File: src/rtl/hdx_pkg.sv
package hdx_pkg;

  typedef enum logic [2:0] {
    ST_IDLE    = 3'd0,
    ST_DEFER   = 3'd1,
    ST_XMIT    = 3'd2,
    ST_BACKOFF = 3'd3,
    ST_ABORT   = 3'd4
  } hdx_state_e;

  typedef enum logic [1:0] {
    CAUSE_NONE  = 2'd0,
    CAUSE_EXCOL = 2'd1,
    CAUSE_EXDEF = 2'd2
  } hdx_cause_e;

  // Exponent ceiling selected by the two-bit limit code.
  function automatic int unsigned exp_ceiling(input logic [1:0] code);
    case (code)
      2'd0:    return 10;
      2'd1:    return 8;
      2'd2:    return 4;
      default: return 1;
    endcase
  endfunction

endpackage

File: src/rtl/hdx_lfsr.sv
module hdx_lfsr #(
  parameter int          W     = 16,
  parameter int          OUT_W = 10,
  parameter logic [W-1:0] TAPS = 16'hB400,
  parameter logic [W-1:0] SEED = 1
) (
  input  logic             clk_i,
  input  logic             rst_i,
  output logic [OUT_W-1:0] rnd_o
);

  logic [W-1:0] sr_q;

  always_ff @(posedge clk_i) begin
    if (rst_i) sr_q <= SEED;
    else if (sr_q[0]) sr_q <= (sr_q >> 1) ^ TAPS;
    else sr_q <= sr_q >> 1;
  end

  assign rnd_o = sr_q[OUT_W-1:0];

  // random source must never lock at zero
  lfsr_alive_chk: assert property (@(posedge clk_i) disable iff (rst_i) sr_q != '0);

endmodule

File: src/rtl/hdx_defer_watch.sv
module hdx_defer_watch #(
  parameter int STD_LIMIT   = 24288,
  parameter int JUMBO_LIMIT = 155680
) (
  input  logic clk_i,
  input  logic rst_i,
  input  logic active_i,
  input  logic busy_i,
  input  logic tick_i,
  input  logic enable_i,
  input  logic jumbo_i,
  output logic expire_o
);

  localparam int LIM_MAX = (STD_LIMIT > JUMBO_LIMIT) ? STD_LIMIT : JUMBO_LIMIT;
  localparam int CW      = $clog2(LIM_MAX + 1);

  logic [CW-1:0] cnt_q;
  logic [CW-1:0] limit;

  assign limit    = jumbo_i ? CW'(JUMBO_LIMIT) : CW'(STD_LIMIT);
  assign expire_o = enable_i && active_i && busy_i && tick_i && (cnt_q >= limit);

  always_ff @(posedge clk_i) begin
    if (rst_i || !active_i) cnt_q <= '0;
    else if (busy_i && tick_i && cnt_q < CW'(LIM_MAX)) cnt_q <= cnt_q + 1'b1;
  end

  // the deferral count saturates at the larger limit
  defer_cnt_bound_chk: assert property (@(posedge clk_i) disable iff (rst_i)
    cnt_q <= CW'(LIM_MAX));

  // leaving deferral restarts the count from zero
  defer_restart_chk: assert property (@(posedge clk_i) disable iff (rst_i)
    !active_i |=> cnt_q == '0);

endmodule

File: src/rtl/hdx_slot_timer.sv
module hdx_slot_timer #(
  parameter int SLOT_BITS = 512,
  parameter int CNT_W     = 10
) (
  input  logic             clk_i,
  input  logic             rst_i,
  input  logic             load_i,
  input  logic [CNT_W-1:0] slots_i,
  input  logic             tick_i,
  output logic             zero_o
);

  localparam int PW = (SLOT_BITS > 2) ? $clog2(SLOT_BITS) : 1;

  logic [CNT_W-1:0] rem_q;
  logic [PW-1:0]    phase_q;

  always_ff @(posedge clk_i) begin
    if (rst_i) begin
      rem_q   <= '0;
      phase_q <= '0;
    end else if (load_i) begin
      rem_q   <= slots_i;
      phase_q <= '0;
    end else if (rem_q != '0 && tick_i) begin
      if (phase_q == PW'(SLOT_BITS - 1)) begin
        phase_q <= '0;
        rem_q   <= rem_q - 1'b1;
      end else begin
        phase_q <= phase_q + 1'b1;
      end
    end
  end

  assign zero_o = (rem_q == '0);

  // slot phase stays inside one slot
  slot_phase_chk: assert property (@(posedge clk_i) disable iff (rst_i)
    phase_q <= PW'(SLOT_BITS - 1));

  // a pending wait only shrinks
  slot_monotone_chk: assert property (@(posedge clk_i) disable iff (rst_i)
    (!load_i && !zero_o) |=> rem_q <= $past(rem_q));

endmodule

File: src/rtl/hdx_txctl.sv
module hdx_txctl
  import hdx_pkg::*;
#(
  parameter int          SLOT_BITS    = 512,
  parameter int          DEFER_STD    = 24288,
  parameter int          DEFER_JUMBO  = 155680,
  parameter int          MAX_ATTEMPTS = 16,
  parameter int          EXP_MAX      = 10,
  parameter int          LFSR_W       = 16,
  parameter logic [15:0] LFSR_TAPS    = 16'hB400
) (
  input  logic       clk_i,
  input  logic       rst_i,
  input  logic       tick_i,
  input  logic       req_i,
  input  logic       crs_i,
  input  logic       col_i,
  input  logic       done_i,
  input  logic [1:0] backoff_lim_i,
  input  logic       no_retry_i,
  input  logic       defer_chk_i,
  input  logic       jumbo_i,
  output logic       go_o,
  output logic       retry_o,
  output logic       abort_o,
  output logic [1:0] abort_cause_o
);

  localparam int AW = $clog2(MAX_ATTEMPTS + 1);
  localparam int RW = EXP_MAX;

  hdx_state_e      state_q;
  hdx_cause_e      cause_q;
  logic [AW-1:0]   coll_q;
  logic [AW-1:0]   coll_next;
  logic            give_up;
  logic            bo_load;
  logic            slot_zero;
  logic            defer_expire;
  logic [RW-1:0]   rnd;
  logic [RW-1:0]   rmask;
  logic [RW-1:0]   slots_draw;

  hdx_lfsr #(
    .W(LFSR_W), .OUT_W(RW),
    .TAPS(LFSR_TAPS[LFSR_W-1:0]), .SEED(LFSR_W'(1))
  ) u_lfsr (
    .clk_i(clk_i), .rst_i(rst_i), .rnd_o(rnd)
  );

  hdx_defer_watch #(
    .STD_LIMIT(DEFER_STD), .JUMBO_LIMIT(DEFER_JUMBO)
  ) u_defer (
    .clk_i(clk_i), .rst_i(rst_i),
    .active_i(state_q == ST_DEFER), .busy_i(crs_i), .tick_i(tick_i),
    .enable_i(defer_chk_i), .jumbo_i(jumbo_i), .expire_o(defer_expire)
  );

  hdx_slot_timer #(
    .SLOT_BITS(SLOT_BITS), .CNT_W(RW)
  ) u_slot (
    .clk_i(clk_i), .rst_i(rst_i), .load_i(bo_load),
    .slots_i(slots_draw), .tick_i(tick_i), .zero_o(slot_zero)
  );

  // Exponent k = min(n, ceiling) and the mask of k low bits
  always_comb begin
    int unsigned ceil_k;
    int unsigned k;
    ceil_k = exp_ceiling(backoff_lim_i);
    if (ceil_k > EXP_MAX) ceil_k = EXP_MAX;
    k = (int'(coll_next) < int'(ceil_k)) ? int'(coll_next) : ceil_k;
    for (int i = 0; i < RW; i++) rmask[i] = (i < int'(k));
  end

  assign coll_next  = coll_q + 1'b1;
  assign give_up    = no_retry_i || (coll_next >= AW'(MAX_ATTEMPTS));
  assign bo_load    = (state_q == ST_XMIT) && col_i && !give_up;
  assign slots_draw = rnd & rmask;

  always_ff @(posedge clk_i) begin
    if (rst_i) begin
      state_q <= ST_IDLE;
      cause_q <= CAUSE_NONE;
      coll_q  <= '0;
      go_o    <= 1'b0;
      retry_o <= 1'b0;
      abort_o <= 1'b0;
    end else begin
      go_o    <= 1'b0;
      retry_o <= 1'b0;
      abort_o <= 1'b0;
      cause_q <= CAUSE_NONE;
      case (state_q)
        ST_IDLE: if (req_i) state_q <= ST_DEFER;
        ST_DEFER: begin
          if (!crs_i) begin
            state_q <= ST_XMIT;
            go_o    <= 1'b1;
          end else if (defer_expire) begin
            state_q <= ST_ABORT;
            abort_o <= 1'b1;
            cause_q <= CAUSE_EXDEF;
          end
        end
        ST_XMIT: begin
          if (col_i) begin
            if (give_up) begin
              state_q <= ST_ABORT;
              abort_o <= 1'b1;
              cause_q <= CAUSE_EXCOL;
            end else begin
              state_q <= ST_BACKOFF;
              retry_o <= 1'b1;
              coll_q  <= coll_next;
            end
          end else if (done_i) begin
            state_q <= ST_IDLE;
            coll_q  <= '0;
          end
        end
        ST_BACKOFF: if (slot_zero) state_q <= ST_DEFER;
        ST_ABORT: begin
          state_q <= ST_IDLE;
          coll_q  <= '0;
        end
        default: state_q <= ST_IDLE;
      endcase
    end
  end

  assign abort_cause_o = cause_q;


  strobe_excl_chk: assert property (@(posedge clk_i) disable iff (rst_i)
    $countones({go_o, retry_o, abort_o}) <= 1);


  go_pulse_chk: assert property (@(posedge clk_i) disable iff (rst_i)
    go_o |=> !go_o);


  retry_gap_chk: assert property (@(posedge clk_i) disable iff (rst_i)
    retry_o |=> !go_o);


  no_retry_chk: assert property (@(posedge clk_i) disable iff (rst_i)
    (state_q == ST_XMIT && col_i && no_retry_i) |=> (abort_o && abort_cause_o == CAUSE_EXCOL));


  attempt_bound_chk: assert property (@(posedge clk_i) disable iff (rst_i)
    coll_q < AW'(MAX_ATTEMPTS));


  abort_cause_chk: assert property (@(posedge clk_i) disable iff (rst_i)
    abort_o |-> abort_cause_o != CAUSE_NONE);


  no_defer_abort_chk: assert property (@(posedge clk_i) disable iff (rst_i)
    (state_q == ST_DEFER && !defer_chk_i) |=> !abort_o);

endmodule

File: config.mk
export PLATFORM = sky130hd
export DESIGN_NAME = hdx_txctl
export DESIGN_NICKNAME = d
export VERILOG_FILES = /design/src/rtl/hdx_pkg.sv /design/src/rtl/hdx_lfsr.sv /design/src/rtl/hdx_defer_watch.sv /design/src/rtl/hdx_slot_timer.sv /design/src/rtl/hdx_txctl.sv
export SDC_FILE = /design/constraint.sdc
export NUM_CORES = 1
export LEC_CHECK = 0
export CAP_MARGIN = 25
export CORE_MARGIN = 1.5
export CORE_UTILIZATION = 25
export CTS_CLUSTER_DIAMETER = 30
export DETAILED_ROUTE_END_ITERATION = 6
export PLACE_DENSITY = 0.46
export SLEW_MARGIN = 20
export SYNTH_ARGS = -nofsm -noshare
export SYNTH_HDL_FRONTEND = slang
export SYNTH_SLANG_ARGS = --single-unit
File: constraint.sdc
create_clock -name clk_i -period 3.02 [get_ports clk_i]
set_input_delay 0.453 -clock clk_i [delete_from_list [all_inputs] [get_ports clk_i]]
set_output_delay 0.453 -clock clk_i [all_outputs]
set_load 0.05 [all_outputs]
==> impl_metrics.py <==
metrics = {
    "global_routing": {
        "antenna_found_initial": 0,
        "grtUsageMet3_pct": 2.61,
        "grt_max_degree": 31,
        "grt_use_total_pct": 11.3,
        "overflow": 0,
        "grt_pass1_wl_um": 13000,
        "grt_busiest_layer": "met2",
        "grt_use_met1_pct": 15.6,
        "grt_pass1_vias": 2642,
        "grt_use_met2_pct": 16.8,
    },
    "setup_path": {
        "cp_num_buf_inv": 1,
        "cp_max_fo": 3,
        "criticalPathCategory": "primary input to flip-flop",
        "endpoint": "state_q[2]",
        "critical-path-max-stage-delay_ps": 480,
        "crit_slowest_cell": "a211oi_1",
        "r2r_slack_ps": 630,
        "worst_setup_path_end_kind": "flip-flop",
        "cp_data_required_time_ps": 3240,
        "arrival_ps": 2800,
        "crit_family": "compound AO/OA/AOI/OAI gates",
        "rr_worst_depth": 7,
        "critical_path.cell_chain": "clkdlybuf4s50_1 > ha_1 > a21o_1 > a2111oi_0 > o21ai_0 > a211oi_1 > nor3_1 > or2_1",
        "r2r-start": "u_defer.cnt_q[6]",
        "reg2reg_to": "state_q[2]",
        "crit_path_start_kind": "primary input",
        "cp.depth": 8,
        "critPathLaunch": "jumbo_i",
    },
    "sta": {
        "max_freq_mhz": 387,
        "tns_ps": 0,
        "hold_viol": 0,
        "slew_viol_final": 0,
        "fin_crit_sh_pct": 85.5,
        "rsz0062_at_grt": "false",
        "worstMarginPinSlew_ps": 699,
        "relSlewSlack_pct": 53.4,
        "fin_skew_ps": 8.22,
        "setup_viol": 0,
        "finalCriticalPeriod_ps": 2580,
    },
    "cts": {
        "cts_tree": "done",
        "clock-sinks": 66,
        "cts_setup_buffers": 0,
        "clockBufferDepth": 2,
        "clk_pin_slew_ps": 60,
        "numCtsBuffers": 9,
        "postCtsHoldBufs": 0,
        "insertion_delay_ps": 330,
        "cts_max_level": 3,
        "cts_resized": 0,
        "cts_root_buf": "clkbuf_16",
    },
    "synthesis": {
        "yosys_warnings": 0,
        "ys_ff_latch": 66,
        "syn_nets": 429,
        "synth.distinct_cells": 58,
        "synth_edf_count": 0,
        "ys_seq_area_share_pct": 38.6,
        "syn_inst": 402,
        "synth.cell_area_um2": 3420,
        "synth.avg_cell_area_um2": 8.51,
        "synth_ff_type": "dfxtp_1",
        "ys_async_sr_fraction_pct": 0,
    },
    "min_path": {
        "whs_path_depth": 1,
        "hp-class": "flip-flop to flip-flop",
    },
    "detailed_routing": {
        "wl_um": 7550,
        "viasPerCell": 4.68,
        "drt.antenna.violating_nets": 0,
        "wl_per_cell_um": 12.6,
        "drc_errors": 0,
        "drtIter0Drc": 107,
        "vias": 2805,
        "first_pass_iters": 4,
    },
    "die": {
        "io_pins": 17,
        "coreArea_um2": 13300,
        "die_x_um": 120,
        "die_area_um2": 14400,
        "start_util_pct": 25.7,
        "rows": 42,
        "die_y_um": 120,
    },
    "layout": {
        "fin_nets": 445,
        "layout_common_cells": "dfxtp_1, nor2_1, nand2_1",
        "drive_gt1_share_pct": 9.69,
        "syn_to_final_growth_pct": 20.1,
        "antennaDiodeCount": 0,
        "finish.utilization_pct": 30.9,
        "fin_cells": 599,
        "layout_commonest_cell": "dfxtp_1",
    },
    "placed_design": {
        "hpwl_um": 5380,
        "routabilityCongestion": 0.743,
        "place_inst": 583,
        "port_buffers": 16,
    },
    "pwr": {
        "power_mw": 2.15,
        "p_per_area_nw_per_um2": 523,
        "power_leakage_nw": 1.51,
        "max-vdd-ir-drop_mv": 0.306,
    },
    "status": {
        "status": "finished clean",
    },
    "flow_run": {
        "maxCapViolations": 0,
    },
}
layer usage:
metal / up-vias / share of wire [%]
met4: 0 / 1.4
met5: - / 0
met1: 1322 / 53
met3: 5 / 2.9
met2: 36 / 43
li1: 1442 / -
how the worst min path moves through the flow:
| stage | end | slack (ps) | start |
|---|---|---|---|
| final | u_lfsr.sr_q[0] | 440 | u_lfsr.sr_q[1] |
| after global placement | u_lfsr.sr_q[9] | 420 | u_lfsr.sr_q[10] |
| after floorplan | u_lfsr.sr_q[11] | 410 | u_lfsr.sr_q[12] |
| after CTS | u_lfsr.sr_q[0] | 440 | u_lfsr.sr_q[1] |
| after global routing | u_lfsr.sr_q[0] | 450 | u_lfsr.sr_q[1] |
| after detailed placement | u_lfsr.sr_q[11] | 430 | u_lfsr.sr_q[12] |
state kept, by name, summed over array words and instances (netlist names):
name,flops
u_slot.phase_q,9
u_slot.rem_q,10
abort_cause_o,2
u_lfsr.sr_q,16
state_q,3
u_defer.cnt_q,18
abort_o,1
go_o,1
retry_o,1
coll_q,5
through the flow:
| stage | hold WS, ps | cell area, um2 | setup WS, ps |
|---|---|---|---|
| 5_1_grt | 452 | 4110 | 187 |
| 3_5_place_dp | 429 | 3780 | 175 |
| 6_report | 441 | 4110 | 439 |
| 3_3_place_gp | 422 | 3780 | 149 |
| 2_1_floorplan | 414 | 3420 | 865 |
| 4_1_cts | 444 | 4110 | 517 |
synth_stat cells (4+ instances only):
cell,n,share of area (%)
dfxtp_1,66,39
nor2_1,56,6.1
nand2_1,32,3.5
nand3_1,25,3.7
xnor2_1,17,4.4
xor2_1,17,4.4
nor2b_1,16,2.9
a21oi_1,15,2.2
ha_1,15,5.5
inv_1,14,1.5
nor3_1,13,1.9
o21ai_0,9,1.3
clkbuf_1,8,0.88
nand4_1,8,1.5
buf_2,6,0.88
nor4_1,5,0.91
or3_1,5,0.91
and3_1,4,0.73
mux2i_1,4,1.2
nand2b_1,4,0.73
o22ai_1,4,0.73
logic make-up (layout without fill, tap and decap cells):
| group | after synthesis | after routing | share of synthesized area [%] |
|---|---|---|---|
| simple gates | 188 | 188 | 27.7 |
| xor+xnor | 36 | 36 | 9.66 |
| compound gates | 59 | 59 | 12.8 |
| flops | 66 | 66 | 38.6 |
| buf+inv | 32 | 53 | 3.77 |
| mux | 6 | 6 | 1.94 |
| fa+ha+maj | 15 | 15 | 5.49 |
report_power, final:
group	leakage, nW	internal [mW]	total [mW]	switching [mW]
combinational	0.818	0.0488	0.118	0.0694
clock	0.159	0.746	1.14	0.391
sequential	0.534	0.883	0.891	0.00802
worst reg2reg max path: stages, from the launching register on:
cell,delay [ps]
dfxtp_1,420
ha_1,260
a21o_1,170
a2111oi_0,400
o21ai_0,180
a211oi_1,480
nor3_1,130
or2_1,240
layout make-up:
type | instances | area (um2)
Clock inverter | 6 | 90.1
Clock buffer | 10 | 239
Tap cell | 176 | 220
Timing Repair Buffer | 23 | 213
Fill cell | 1413 | 9190
Multi-Input combinational cell | 304 | 1970
Sequential cell | 66 | 1320
Inverter | 14 | 52.6
Power figures use the tool's default switching activity.
